## src/rtl/kwdt_pkg.sv

```systemverilog
package kwdt_pkg;
  localparam int AW    = 7;
  localparam int CNT_W = 16;
  localparam int PS_W  = 10;

  localparam logic [AW-1:0] A_CFG  = 7'h01;
  localparam logic [AW-1:0] A_PSC  = 7'h02;
  localparam logic [AW-1:0] A_T1H  = 7'h03;
  localparam logic [AW-1:0] A_T1L  = 7'h04;
  localparam logic [AW-1:0] A_CTRL = 7'h05;
  localparam logic [AW-1:0] A_WDL  = 7'h06;
  localparam logic [AW-1:0] A_KEY  = 7'h07;
  localparam logic [AW-1:0] A_WDH  = 7'h09;
  localparam logic [AW-1:0] A_T1OL = 7'h40;
  localparam logic [AW-1:0] A_T1OH = 7'h41;
  localparam logic [AW-1:0] A_WDOL = 7'h60;
  localparam logic [AW-1:0] A_WDOH = 7'h61;

  localparam logic [7:0] KEY_BYTE = 8'h5C;

  // config bit positions
  localparam int CB_KEYEN  = 5;
  localparam int CB_WDSRC  = 4;
  localparam int CB_LK_WD  = 3;
  localparam int CB_LK_T1  = 2;
  localparam int CB_LK_PS  = 1;
  localparam int CB_LK_CFG = 0;

  // control bit positions
  localparam int XB_T1LD  = 0;
  localparam int XB_STS   = 1;
  localparam int XB_STPOK = 4;
  localparam int XB_STOP  = 5;

  // prescaler code -> mask of reference-tick counter bits that must all be set
  function automatic logic [PS_W-1:0] div_mask(input logic [1:0] code);
    case (code)
      2'd1:    div_mask = PS_W'(10'h01F);
      2'd2:    div_mask = PS_W'(10'h3FF);
      default: div_mask = '0;
    endcase
  endfunction
endpackage

```

## src/rtl/kwdt_tickgen.sv

```systemverilog
module kwdt_tickgen #(
  parameter int REF_DIV = 4
) (
  input  logic       clk,
  input  logic       rst_n,
  input  logic [1:0] code,
  output logic       ref_tick,
  output logic       pre_tick
);
  import kwdt_pkg::*;
  localparam int REF_W = (REF_DIV > 1) ? $clog2(REF_DIV) : 1;
  localparam logic [REF_W-1:0] REF_LAST = REF_W'(REF_DIV - 1);

  logic [REF_W-1:0] ref_cnt;
  logic [PS_W-1:0]  ps_cnt;
  logic [PS_W-1:0]  mask;

  always_ff @(posedge clk or negedge rst_n) begin
    if (!rst_n)                ref_cnt <= '0;
    else if (ref_cnt == REF_LAST) ref_cnt <= '0;
    else                       ref_cnt <= ref_cnt + 1'b1;
  end

  assign ref_tick = (ref_cnt == REF_LAST);

  always_ff @(posedge clk or negedge rst_n) begin
    if (!rst_n)        ps_cnt <= '0;
    else if (ref_tick) ps_cnt <= ps_cnt + 1'b1;
  end

  assign mask     = div_mask(code);
  assign pre_tick = ref_tick && ((ps_cnt & mask) == mask);

  generate
    if (REF_DIV > 1) begin : g_gap

      ref_gap_chk: assert property (@(posedge clk) disable iff (!rst_n)
        ref_tick |=> !ref_tick);
    end
  endgenerate
endmodule

```

## src/rtl/kwdt_downcnt.sv

```systemverilog
module kwdt_downcnt #(
  parameter int         W    = 16,
  parameter logic [W-1:0] INIT = '1,
  parameter bit         HOLD = 1'b0
) (
  input  logic         clk,
  input  logic         rst_n,
  input  logic         tick,
  input  logic         run,
  input  logic         load,
  input  logic [W-1:0] load_val,
  output logic [W-1:0] count,
  output logic         fire,
  output logic         held
);
  logic at_zero;
  logic step;

  assign at_zero = (count == '0);
  assign step    = tick && run && !held;
  assign fire    = step && at_zero && !load;

  generate
    if (HOLD) begin : g_hold
      logic held_q;
      always_ff @(posedge clk or negedge rst_n) begin
        if (!rst_n)   held_q <= 1'b0;
        else if (fire) held_q <= 1'b1;
      end
      assign held = held_q;

      hold_zero_chk: assert property (@(posedge clk) disable iff (!rst_n)
        held |=> (held && count == '0));
    end else begin : g_free
      assign held = 1'b0;
    end
  endgenerate

  always_ff @(posedge clk or negedge rst_n) begin
    if (!rst_n)                count <= INIT;
    else if (load && !held)    count <= load_val;
    else if (fire)             count <= HOLD ? count : load_val;
    else if (step && !at_zero) count <= count - 1'b1;
  end


  no_tick_stable_chk: assert property (@(posedge clk) disable iff (!rst_n)
    (!tick && !load) |=> $stable(count));
endmodule

```

## src/rtl/kwdt_top.sv

```systemverilog
module kwdt_top #(
  parameter int REF_DIV = 4
) (
  input  logic       clk,
  input  logic       rst_n,
  input  logic       bus_wr,
  input  logic [6:0] bus_addr,
  input  logic [7:0] bus_wdata,
  output logic [7:0] bus_rdata,
  output logic       warn_irq,
  output logic       wdog_rst
);
  import kwdt_pkg::*;

  logic [5:0]       cfg_q;
  logic [1:0]       psc_q;
  logic [CNT_W-1:0] t1_rld_q, wd_rld_q;
  logic             stop_ok_q, stop_req_q, sts_q, rst_q;

  logic ref_tick, pre_tick, wd_tick;
  logic wr_cfg, wr_psc, wr_t1h, wr_t1l, wr_wdl, wr_wdh, wr_ctrl;
  logic t1_load, sts_clr, key_hit, wd_run;
  logic [CNT_W-1:0] t1_cnt, wd_cnt;
  logic t1_fire, wd_fire, t1_held, wd_held;

  // write decode with per-field locks
  assign wr_cfg  = bus_wr && bus_addr == A_CFG  && !cfg_q[CB_LK_CFG];
  assign wr_psc  = bus_wr && bus_addr == A_PSC  && !cfg_q[CB_LK_PS];
  assign wr_t1h  = bus_wr && bus_addr == A_T1H  && !cfg_q[CB_LK_T1];
  assign wr_t1l  = bus_wr && bus_addr == A_T1L  && !cfg_q[CB_LK_T1];
  assign wr_wdl  = bus_wr && bus_addr == A_WDL  && !cfg_q[CB_LK_WD];
  assign wr_wdh  = bus_wr && bus_addr == A_WDH  && !cfg_q[CB_LK_WD];
  assign wr_ctrl = bus_wr && bus_addr == A_CTRL;
  assign t1_load = wr_ctrl && bus_wdata[XB_T1LD];
  assign sts_clr = wr_ctrl && bus_wdata[XB_STS];
  assign key_hit = bus_wr && bus_addr == A_KEY && bus_wdata == KEY_BYTE && cfg_q[CB_KEYEN];

  always_ff @(posedge clk or negedge rst_n) begin
    if (!rst_n) begin
      cfg_q      <= '0;
      psc_q      <= '0;
      t1_rld_q   <= '1;
      wd_rld_q   <= '1;
      stop_ok_q  <= 1'b0;
      stop_req_q <= 1'b0;
    end else begin
      if (wr_cfg) cfg_q <= bus_wdata[5:0];
      if (wr_psc) psc_q <= bus_wdata[1:0];
      if (wr_t1h) t1_rld_q[15:8] <= bus_wdata;
      if (wr_t1l) t1_rld_q[7:0]  <= bus_wdata;
      if (wr_wdh) wd_rld_q[15:8] <= bus_wdata;
      if (wr_wdl) wd_rld_q[7:0]  <= bus_wdata;
      if (wr_ctrl) begin
        stop_ok_q  <= bus_wdata[XB_STPOK];
        stop_req_q <= bus_wdata[XB_STOP];
      end
    end
  end

  kwdt_tickgen #(.REF_DIV(REF_DIV)) u_tick (
    .clk(clk), .rst_n(rst_n), .code(psc_q),
    .ref_tick(ref_tick), .pre_tick(pre_tick)
  );

  assign wd_tick = cfg_q[CB_WDSRC] ? pre_tick : ref_tick;
  assign wd_run  = !(stop_ok_q && stop_req_q);

  kwdt_downcnt #(.W(CNT_W), .INIT('1), .HOLD(1'b0)) u_t1 (
    .clk(clk), .rst_n(rst_n), .tick(pre_tick), .run(1'b1),
    .load(t1_load), .load_val(t1_rld_q),
    .count(t1_cnt), .fire(t1_fire), .held(t1_held)
  );

  kwdt_downcnt #(.W(CNT_W), .INIT('1), .HOLD(1'b1)) u_wd (
    .clk(clk), .rst_n(rst_n), .tick(wd_tick), .run(wd_run),
    .load(key_hit), .load_val(wd_rld_q),
    .count(wd_cnt), .fire(wd_fire), .held(wd_held)
  );

  always_ff @(posedge clk or negedge rst_n) begin
    if (!rst_n) begin
      sts_q <= 1'b0;
      rst_q <= 1'b0;
    end else begin
      if (t1_fire)      sts_q <= 1'b1;
      else if (sts_clr) sts_q <= 1'b0;
      rst_q <= wd_fire;
    end
  end

  assign warn_irq = sts_q;
  assign wdog_rst = rst_q;

  always_comb begin
    case (bus_addr)
      A_CFG:   bus_rdata = {2'b00, cfg_q};
      A_PSC:   bus_rdata = {6'b0, psc_q};
      A_T1H:   bus_rdata = t1_rld_q[15:8];
      A_T1L:   bus_rdata = t1_rld_q[7:0];
      A_CTRL:  bus_rdata = {2'b00, stop_req_q, stop_ok_q, 2'b00, sts_q, 1'b0};
      A_WDL:   bus_rdata = wd_rld_q[7:0];
      A_WDH:   bus_rdata = wd_rld_q[15:8];
      A_T1OL:  bus_rdata = t1_cnt[7:0];
      A_T1OH:  bus_rdata = t1_cnt[15:8];
      A_WDOL:  bus_rdata = wd_cnt[7:0];
      A_WDOH:  bus_rdata = wd_cnt[15:8];
      default: bus_rdata = 8'h00;
    endcase
  end


  rst_pulse_chk: assert property (@(posedge clk) disable iff (!rst_n)
    wdog_rst |=> !wdog_rst);

  cfg_lock_chk: assert property (@(posedge clk) disable iff (!rst_n)
    cfg_q[CB_LK_CFG] |=> $stable(cfg_q));

  wd_lock_chk: assert property (@(posedge clk) disable iff (!rst_n)
    cfg_q[CB_LK_WD] |=> $stable(wd_rld_q));

  irq_set_chk: assert property (@(posedge clk) disable iff (!rst_n)
    t1_fire |=> warn_irq);

  wd_stop_chk: assert property (@(posedge clk) disable iff (!rst_n)
    (!wd_run && !key_hit) |=> $stable(wd_cnt));

  held_no_fire_chk: assert property (@(posedge clk) disable iff (!rst_n)
    wd_held |-> !wd_fire);
endmodule

```

## config.mk

```make
export PLATFORM = sky130hd
export DESIGN_NAME = kwdt_top
export DESIGN_NICKNAME = d
export VERILOG_FILES = /design/src/rtl/kwdt_pkg.sv /design/src/rtl/kwdt_tickgen.sv /design/src/rtl/kwdt_downcnt.sv /design/src/rtl/kwdt_top.sv
export SDC_FILE = /design/constraint.sdc
export NUM_CORES = 1
export LEC_CHECK = 0
export ABC_AREA = 1
export BUFFER_PORTS_ARGS = -buffer_cell sky130_fd_sc_hd__buf_2
export CORE_MARGIN = 5
export CORE_UTILIZATION = 45
export CTS_CLUSTER_SIZE = 8
export DETAILED_ROUTE_END_ITERATION = 7
export PLACE_DENSITY = 0.69
export SYNTH_ARGS = -nofsm -noshare
export SYNTH_HDL_FRONTEND = slang
export SYNTH_SLANG_ARGS = --single-unit
```

## constraint.sdc

```tcl
create_clock -name clk -period 2.38 [get_ports clk]
set_input_delay 0.714 -clock clk [delete_from_list [all_inputs] [get_ports clk]]
set_output_delay 0.714 -clock clk [all_outputs]
set_load 0.01 [all_outputs]
```

# --- Yosys cells after proc, flatten, opt, wreduce, memory -nomap -nowiden ---
# Index checks and enable logic that the tools add are counted.
op_classes:
  n_addsub: 4
  n_eq_ne: 18
  n_mux: 12
  n_bitwise: 1
  n_reduce_logical: 45
op_table:
  columns: ["operator", "count"]
  rows:
  - ["2-to-1 mux 16 bit", 6]
  - ["case mux 8 bit (11 select lines)", 1]
  - ["zero test 16 bit", 2]
  - ["subtractor 16 x 1 -> 16 bit (second input constant)", 2]
  - ["logical AND 1 bit", 29]
  - ["equality test 7 x 3 -> 1 bit (second input constant)", 4]
  - ["equality test 7 bit (second input constant)", 4]
  - ["case mux 10 bit (2 select lines)", 1]
  - ["equality test 7 x 2 -> 1 bit (second input constant)", 2]
  - ["adder 10 x 1 -> 10 bit (second input constant)", 1]
  - ["AND 10 bit", 1]
  - ["equality test 10 bit", 1]
  - ["zero test 1 bit", 10]
  - ["equality test 8 x 7 -> 1 bit (second input constant)", 1]
  - ["equality test 7 x 1 -> 1 bit (second input constant)", 1]
  - ["equality test 7 x 4 -> 1 bit (second input constant)", 1]
  - ["equality test 2 bit (second input constant)", 2]
  - ["nonzero test 2 bit", 2]
  - ["2-to-1 mux 1 bit", 3]
  - ["nonzero test 3 bit", 1]
  - ["adder 2 x 1 -> 2 bit (second input constant)", 1]
  - ["equality test 2 x 1 -> 1 bit (second input constant)", 1]
  - ["2-to-1 mux 2 bit", 1]
  - ["inequality test 2 x 1 -> 1 bit (second input constant)", 1]
  - ["AND reduction 2 bit", 1]
totals:
  reg_bits: 89
  in_bits: 18
  out_inout_bits: 10

# --- Logic depth before layout (Yosys ltp) ---
logic_depth:
  word_depth: 12
  mapped_depth: 12
  mapped_depth_nobuf: 12

# --- Cells and area by module ---
# A second synthesis with hierarchy kept.
unflattened:
  cells_unflattened: 864
  area_unflattened_um2: 6035.8
by_module_without_submodules:
  columns: ["module", "n_inst", "cells_per_inst", "area_each_um2", "seq_area_each_um2"]
  rows:
  - ["kwdt_top", 1, 367, 2653.8, 1141.1]
  - ["kwdt_downcnt at u_t1", 1, 215, 1396.3, 420.4]
  - ["kwdt_downcnt at u_wd", 1, 206, 1353.8, 445.4]
  - ["kwdt_tickgen", 1, 76, 631.9, 300.3]

# --- Worst setup path before layout ---
# Ideal clock, no wire load.
synth_path:
  path_kind: "input to output"
  startpoint: "in bus_addr[6]"
  endpoint: "out bus_rdata[5]"
  arrival_time_ns: 1.594
  t_required_ns: 1.666
  setup_slack_ns: 0.072
  stages: 8
  n_path_buf: 1
  path_cell_list: "nor2_1 nand2_1 inv_2 buf_6 nand3_1 o21ai_0 nor2_1 nand4_1"
synth_between:
  elab_chain_len: 2
  word_cells_on_any_way: 12
  cone_classes: "eq/ne: 11; mux: 1"
synth_lines:
  columns: ["element", "line_no", "source"]
  rows:
  - ["start, declared", "kwdt_top.sv:7", "input logic [6:0] bus_addr,"]
  - ["equality test 7 bit (tied with other cells)", "kwdt_top.sv:95", "case (bus_addr)"]
  - ["case mux 8 bit (11 select lines) *", "kwdt_top.sv:95", null]
  - ["end, declared", "kwdt_top.sv:9", "output logic [7:0] bus_rdata,"]
# Mark *: on every way between the ends. The rest lies on a longest branch, timed or not.

# --- Worst setup path after layout ---
layout_path:
  startpoint: "in bus_addr[5]"
  endpoint: "out bus_rdata[4]"
# The elaborated chain is that of the path after synthesis.

==> impl_metrics.csv <==
group,metric,value,unit
timing,clock_skew,0.009283,ns
global_route,global_route_wire_length_before_repair,26650,um
setup_path,worst_ep_required_time,1.67,ns
layout,n_antenna_cell,0,
timing,timing.slew.headroom,60.80,%
timing,slew_violations,0,
worst_hold_path,holdCritPathClass,"input pin to asynchronous set/reset pin",
global_route,globalRoute.totalOverflow,0,
pwr,static-leakage-power,3.129,nW
synthesis,synth_simple_gate_area_share,33.46,%
timing,max_slew.worst_pin.slew,0.5835,ns
layout,post_route_cells_drive_above_1_share,29.21,%
pwr,p_per_area,655.2,nW/um2
die,io-pin-count,28,
global_route,initial_antenna_violation_count,0,
routing,dr.first_iter.drc_count,576,
clock_network,cts_htree_levels,3,
global_route,grt_max_degree,31,
setup_path,worst_path_max_delay_cell,"sky130_fd_sc_hd__buf_2",
layout,fillCellCount,1131,
global_route,globalRouteTotalUtil,23.10,%
pwr,pwr-share-seq,45.9,%
routing,drc_errors_left,0,
clock_network,cts-root-to-sink-buffers,2,
synthesis,synthCells,753,
die,floorplan.core_area,12060,um2
routing,wl_per_cell,16.67,um
setup_path,cp_slowest_stage_delay,0.18,ns
placement,placement.io_buffers,27,
die,die_area,14680,um2
pwr,sw_frac_of_total,33.88,%
clock_network,clkSinkCount,89,
setup_path,r2r-start,"u_wd.count[0]$_DFFE_PN1P_",
clock_network,clock_tree.root_cell,"sky130_fd_sc_hd__clkbuf_16",
synthesis,synth-seq-area-share,41.49,%
placement,placed_cells_incl_taps,968,
layout,finish.instance_area,6820,um2
synthesis,postSynthRegisterBits,89,
routing,detailedRoute.firstPassIterationCount,6,
timing,setup_viol,8,
layout,final-seq-area,2307,um2
die,die_x,121.2,um
synthesis,post_synth_mux_area_share,0,%
setup_path,cp_cell_sequence,"buf_2 -> inv_4 -> nand2_4 -> clkinvlp_4 -> nand2_2 -> inv_2 -> buf_4 -> a21oi_1 -> nand4_1 -> buf_2",
clock_network,worst_skew_pair.late_latency,0.35,ns
synthesis,largest_family_of_logic_cells_by_synthesized_area,"simple AND/OR/NAND/NOR gates",
die,start_util,46.10,%
layout,post_route_non_filler_standard_cell_count,993,
timing,min_setup_slack_post_route,-0.2206,ns
pwr,comb_power_share,23.2,%
clock_network,clkTransAtPathRegs,0.07,ns
placement,dp.final_hpwl,12060,um
timing,final.period_utilization,109.3,%
timing,timing.fmax,384.5,MHz
setup_path,cpLargestDelayFamily,"buffers and inverters",
synthesis,syn-mean-instance-area,7.384,um2
synthesis,synth_xor_area_share,4.095,%
timing,final_critical_delay_including_setup_and_external_delays,2.601,ns
synthesis,synth_area,5560,um2
routing,postRouteWirelength,16560,um
pwr,pwr-share-clk,30.9,%
clock_network,cts_made_buffers,9,
routing,dr_total_vias,5360,
layout,area.growth.synth_to_final,22.66,%
layout,num-nets-final,844,
synthesis,synth_cell_types,37,
synthesis,yosys.area_share.adder,1.350,%
die,std_cell_rows,40,
die,vertical_die_dimension,121.2,um
outcome,failed_checks,"negative setup slack",
flow_run,number_of_maximum_capacitance_constraint_violations,0,
outcome,run_status,"finished, violations left",
timing,hold_slack,0.2893,ns
clock_network,cts_tree,"yes",
synthesis,complex_gate_fraction_of_the_synthesized_area,9.631,%
synthesis,mapped_nets,777,
synthesis,yosysWarningCount,0,
setup_path,worst-path-max-fanout,4,
setup_path,category_of_the_critical_setup_timing_path,"input pin to output port",
timing,grt_setup_unrepaired,"yes",
routing,dr_vias_cell,5.398,
setup_path,worst-endpoint-arrival,1.89,ns
routing,antenna_left,0,
setup_path,crit_path_start,"bus_addr[5]",
placement,placedInstanceArea,6075,um2
setup_path,cp_num_buf_inv,6,
pwr,vdd_ir_drop_max,0.0003514,V
timing,hold_viol,0,
setup_path,end_kind,"output port",
setup_path,timing.critical_path.from_type,"input pin",
global_route,number_of_global_route_vias_before_repair,5157,
pwr,power_report.internal_total,2.955,mW
setup_path,critPathMostFrequentCell,"sky130_fd_sc_hd__buf_2",
placement,place_congestion,0.9186,
placement,place_ws,-0.4631,ns
pwr,power.net_switching,1.514,mW
layout,multi_input_comb_area,2973,um2
==> routing by layer <==
metal  vias to the layer above  wire length, um  GRT usage (%)
met5                         -                0              0
met4                         0              368          7.843
met3                        30             1101          3.776
met2                       207             7849          36.19
met1                      2558             7238          32.52
li1                       2565                -              -
==> timing repair <==
action                                  in CTS  in global routing
resized for setup                           85                 26
setup buffers                                5                  3
pin swaps                                   21                 22
cloned                                       1                  0
hold buffers                                 0                  0
endpoints found under the setup margin       8                  8
==> path summary, 6_finish.rpt <==
check,endpoint,slack [ns],depth (start not counted)
hold reg to reg,u_tick.ref_cnt[0]$_DFF_PN0_,0.44,1
max in group asynchronous,u_wd.count[3]$_DFFE_PN1P_,1.44,2
setup / recovery,bus_rdata[4],-0.22,10
hold / removal,u_tick.ps_cnt[5]$_DFFE_PN0P_,0.29,1
min in group clk,u_tick.ref_cnt[0]$_DFF_PN0_,0.44,1
setup reg to reg,u_wd.count[12]$_DFFE_PN1P_,0.36,11
==> power groups by stage <==
stage	registers (mW)	clock network, mW	logic (mW)
6_report	2.05	1.38	1.04
4_1_cts	2.05	1.40	1.01
5_1_grt	2.08	1.47	1.18
3_3_place_gp	2.06	0	0.940
2_1_floorplan	2.00	0	0.724
3_5_place_dp	2.06	0	0.966
==> per-stage QoR <==
step / util [%] / power (mW) / setup TNS (ns)
floorplan: - / 2.719 / 0
global placement: 50.36 / 2.998 / -2.875
detailed placement: 50.36 / 3.028 / -3.458
CTS: 55.49 / 4.456 / -1.324
global route: 56.55 / 4.731 / -1.754
finish: 56.55 / 4.469 / -1.444
==> cell families (layout without fill, tap and decap cells) <==
kind of cell             after synthesis  count (layout)
adder cells (fa/ha/maj)                6               6
XOR/XNOR                              26              26
AND/OR/NAND/NOR                      411             411
flip-flops                            89              89
buffers and inverters                129             201
AO/OA/AOI/OAI                         92              92
==> registers in the layout, indices dropped and copies added, names as in the netlist <==
name	cells
cfg_q	6
psc_q	2
stop_ok_q	1
stop_req_q	1
t1_rld_q	16
u_t1.count	16
u_tick.ps_cnt	10
u_tick.ref_cnt	2
u_wd.count	16
u_wd.held	1
warn_irq	1
wd_rld_q	16
wdog_rst	1
==> cell usage in the layout (no fill, tap or decap), types with 8 or more instances in the layout <==
cell type and instances:
sky130_fd_sc_hd__dfrtp_1 25, sky130_fd_sc_hd__inv_2 9, sky130_fd_sc_hd__o21ai_1 23, sky130_fd_sc_hd__nor2_2 8, sky130_fd_sc_hd__o21ai_0 36, sky130_fd_sc_hd__xor2_1 23, sky130_fd_sc_hd__inv_1 90, sky130_fd_sc_hd__buf_2 20
sky130_fd_sc_hd__nand2_1 193, sky130_fd_sc_hd__nor2_1 55, sky130_fd_sc_hd__clkbuf_16 9, sky130_fd_sc_hd__nand4_1 21, sky130_fd_sc_hd__dfstp_2 64, sky130_fd_sc_hd__buf_6 11, sky130_fd_sc_hd__nand2_4 10, sky130_fd_sc_hd__nand3_1 80
sky130_fd_sc_hd__nand2_2 13, sky130_fd_sc_hd__buf_4 38
==> cell usage after synthesis <==
master	instances	area share, %
sky130_fd_sc_hd__nand2b_1	1	0.11
sky130_fd_sc_hd__xnor2_1	3	0.47
sky130_fd_sc_hd__dfstp_2	64	30
sky130_fd_sc_hd__o21ai_1	17	1.5
sky130_fd_sc_hd__buf_6	6	1.2
sky130_fd_sc_hd__nand3_1	81	7.3
sky130_fd_sc_hd__dfrtp_1	25	11
sky130_fd_sc_hd__nand2_4	2	0.41
sky130_fd_sc_hd__clkbuf_1	1	0.067
sky130_fd_sc_hd__o221ai_1	2	0.32
sky130_fd_sc_hd__o21ai_4	1	0.29
sky130_fd_sc_hd__o211ai_1	3	0.41
sky130_fd_sc_hd__a21boi_4	1	0.34
sky130_fd_sc_hd__nand4_4	1	0.38
sky130_fd_sc_hd__ha_1	6	1.4
sky130_fd_sc_hd__inv_1	94	6.3
sky130_fd_sc_hd__nand4_1	21	2.4
sky130_fd_sc_hd__a211oi_1	1	0.14
sky130_fd_sc_hd__nand2_2	4	0.45
sky130_fd_sc_hd__buf_2	9	0.81
sky130_fd_sc_hd__nor2_4	2	0.41
sky130_fd_sc_hd__inv_2	14	0.95
sky130_fd_sc_hd__buf_4	3	0.41
sky130_fd_sc_hd__nor3_1	9	0.81
sky130_fd_sc_hd__o31ai_1	1	0.14
sky130_fd_sc_hd__clkinv_1	1	0.067
sky130_fd_sc_hd__xor2_1	23	3.6
sky130_fd_sc_hd__o22ai_1	14	1.6
sky130_fd_sc_hd__nor2_1	62	4.2
sky130_fd_sc_hd__nor2_2	6	0.68
sky130_fd_sc_hd__nand3_2	8	1.4
sky130_fd_sc_hd__o21ai_0	43	3.9
sky130_fd_sc_hd__inv_4	1	0.11
sky130_fd_sc_hd__nand3_4	2	0.63
sky130_fd_sc_hd__a21oi_1	7	0.63
sky130_fd_sc_hd__nand2_1	212	14
sky130_fd_sc_hd__o21bai_2	2	0.41
==> area by class of cell <==
cell class / instances / area share [%]
clock buffers: 10 / 3.357
clock inverters: 6 / 0.7522
inverters: 110 / 6.641
multi-input cells: 535 / 43.59
flip-flops and latches: 89 / 33.83
well taps: 168 / 3.082
repair buffers: 74 / 8.641
repair inverters: 1 / 0.1101
Note: power is estimated with default switching activity, not from simulation.
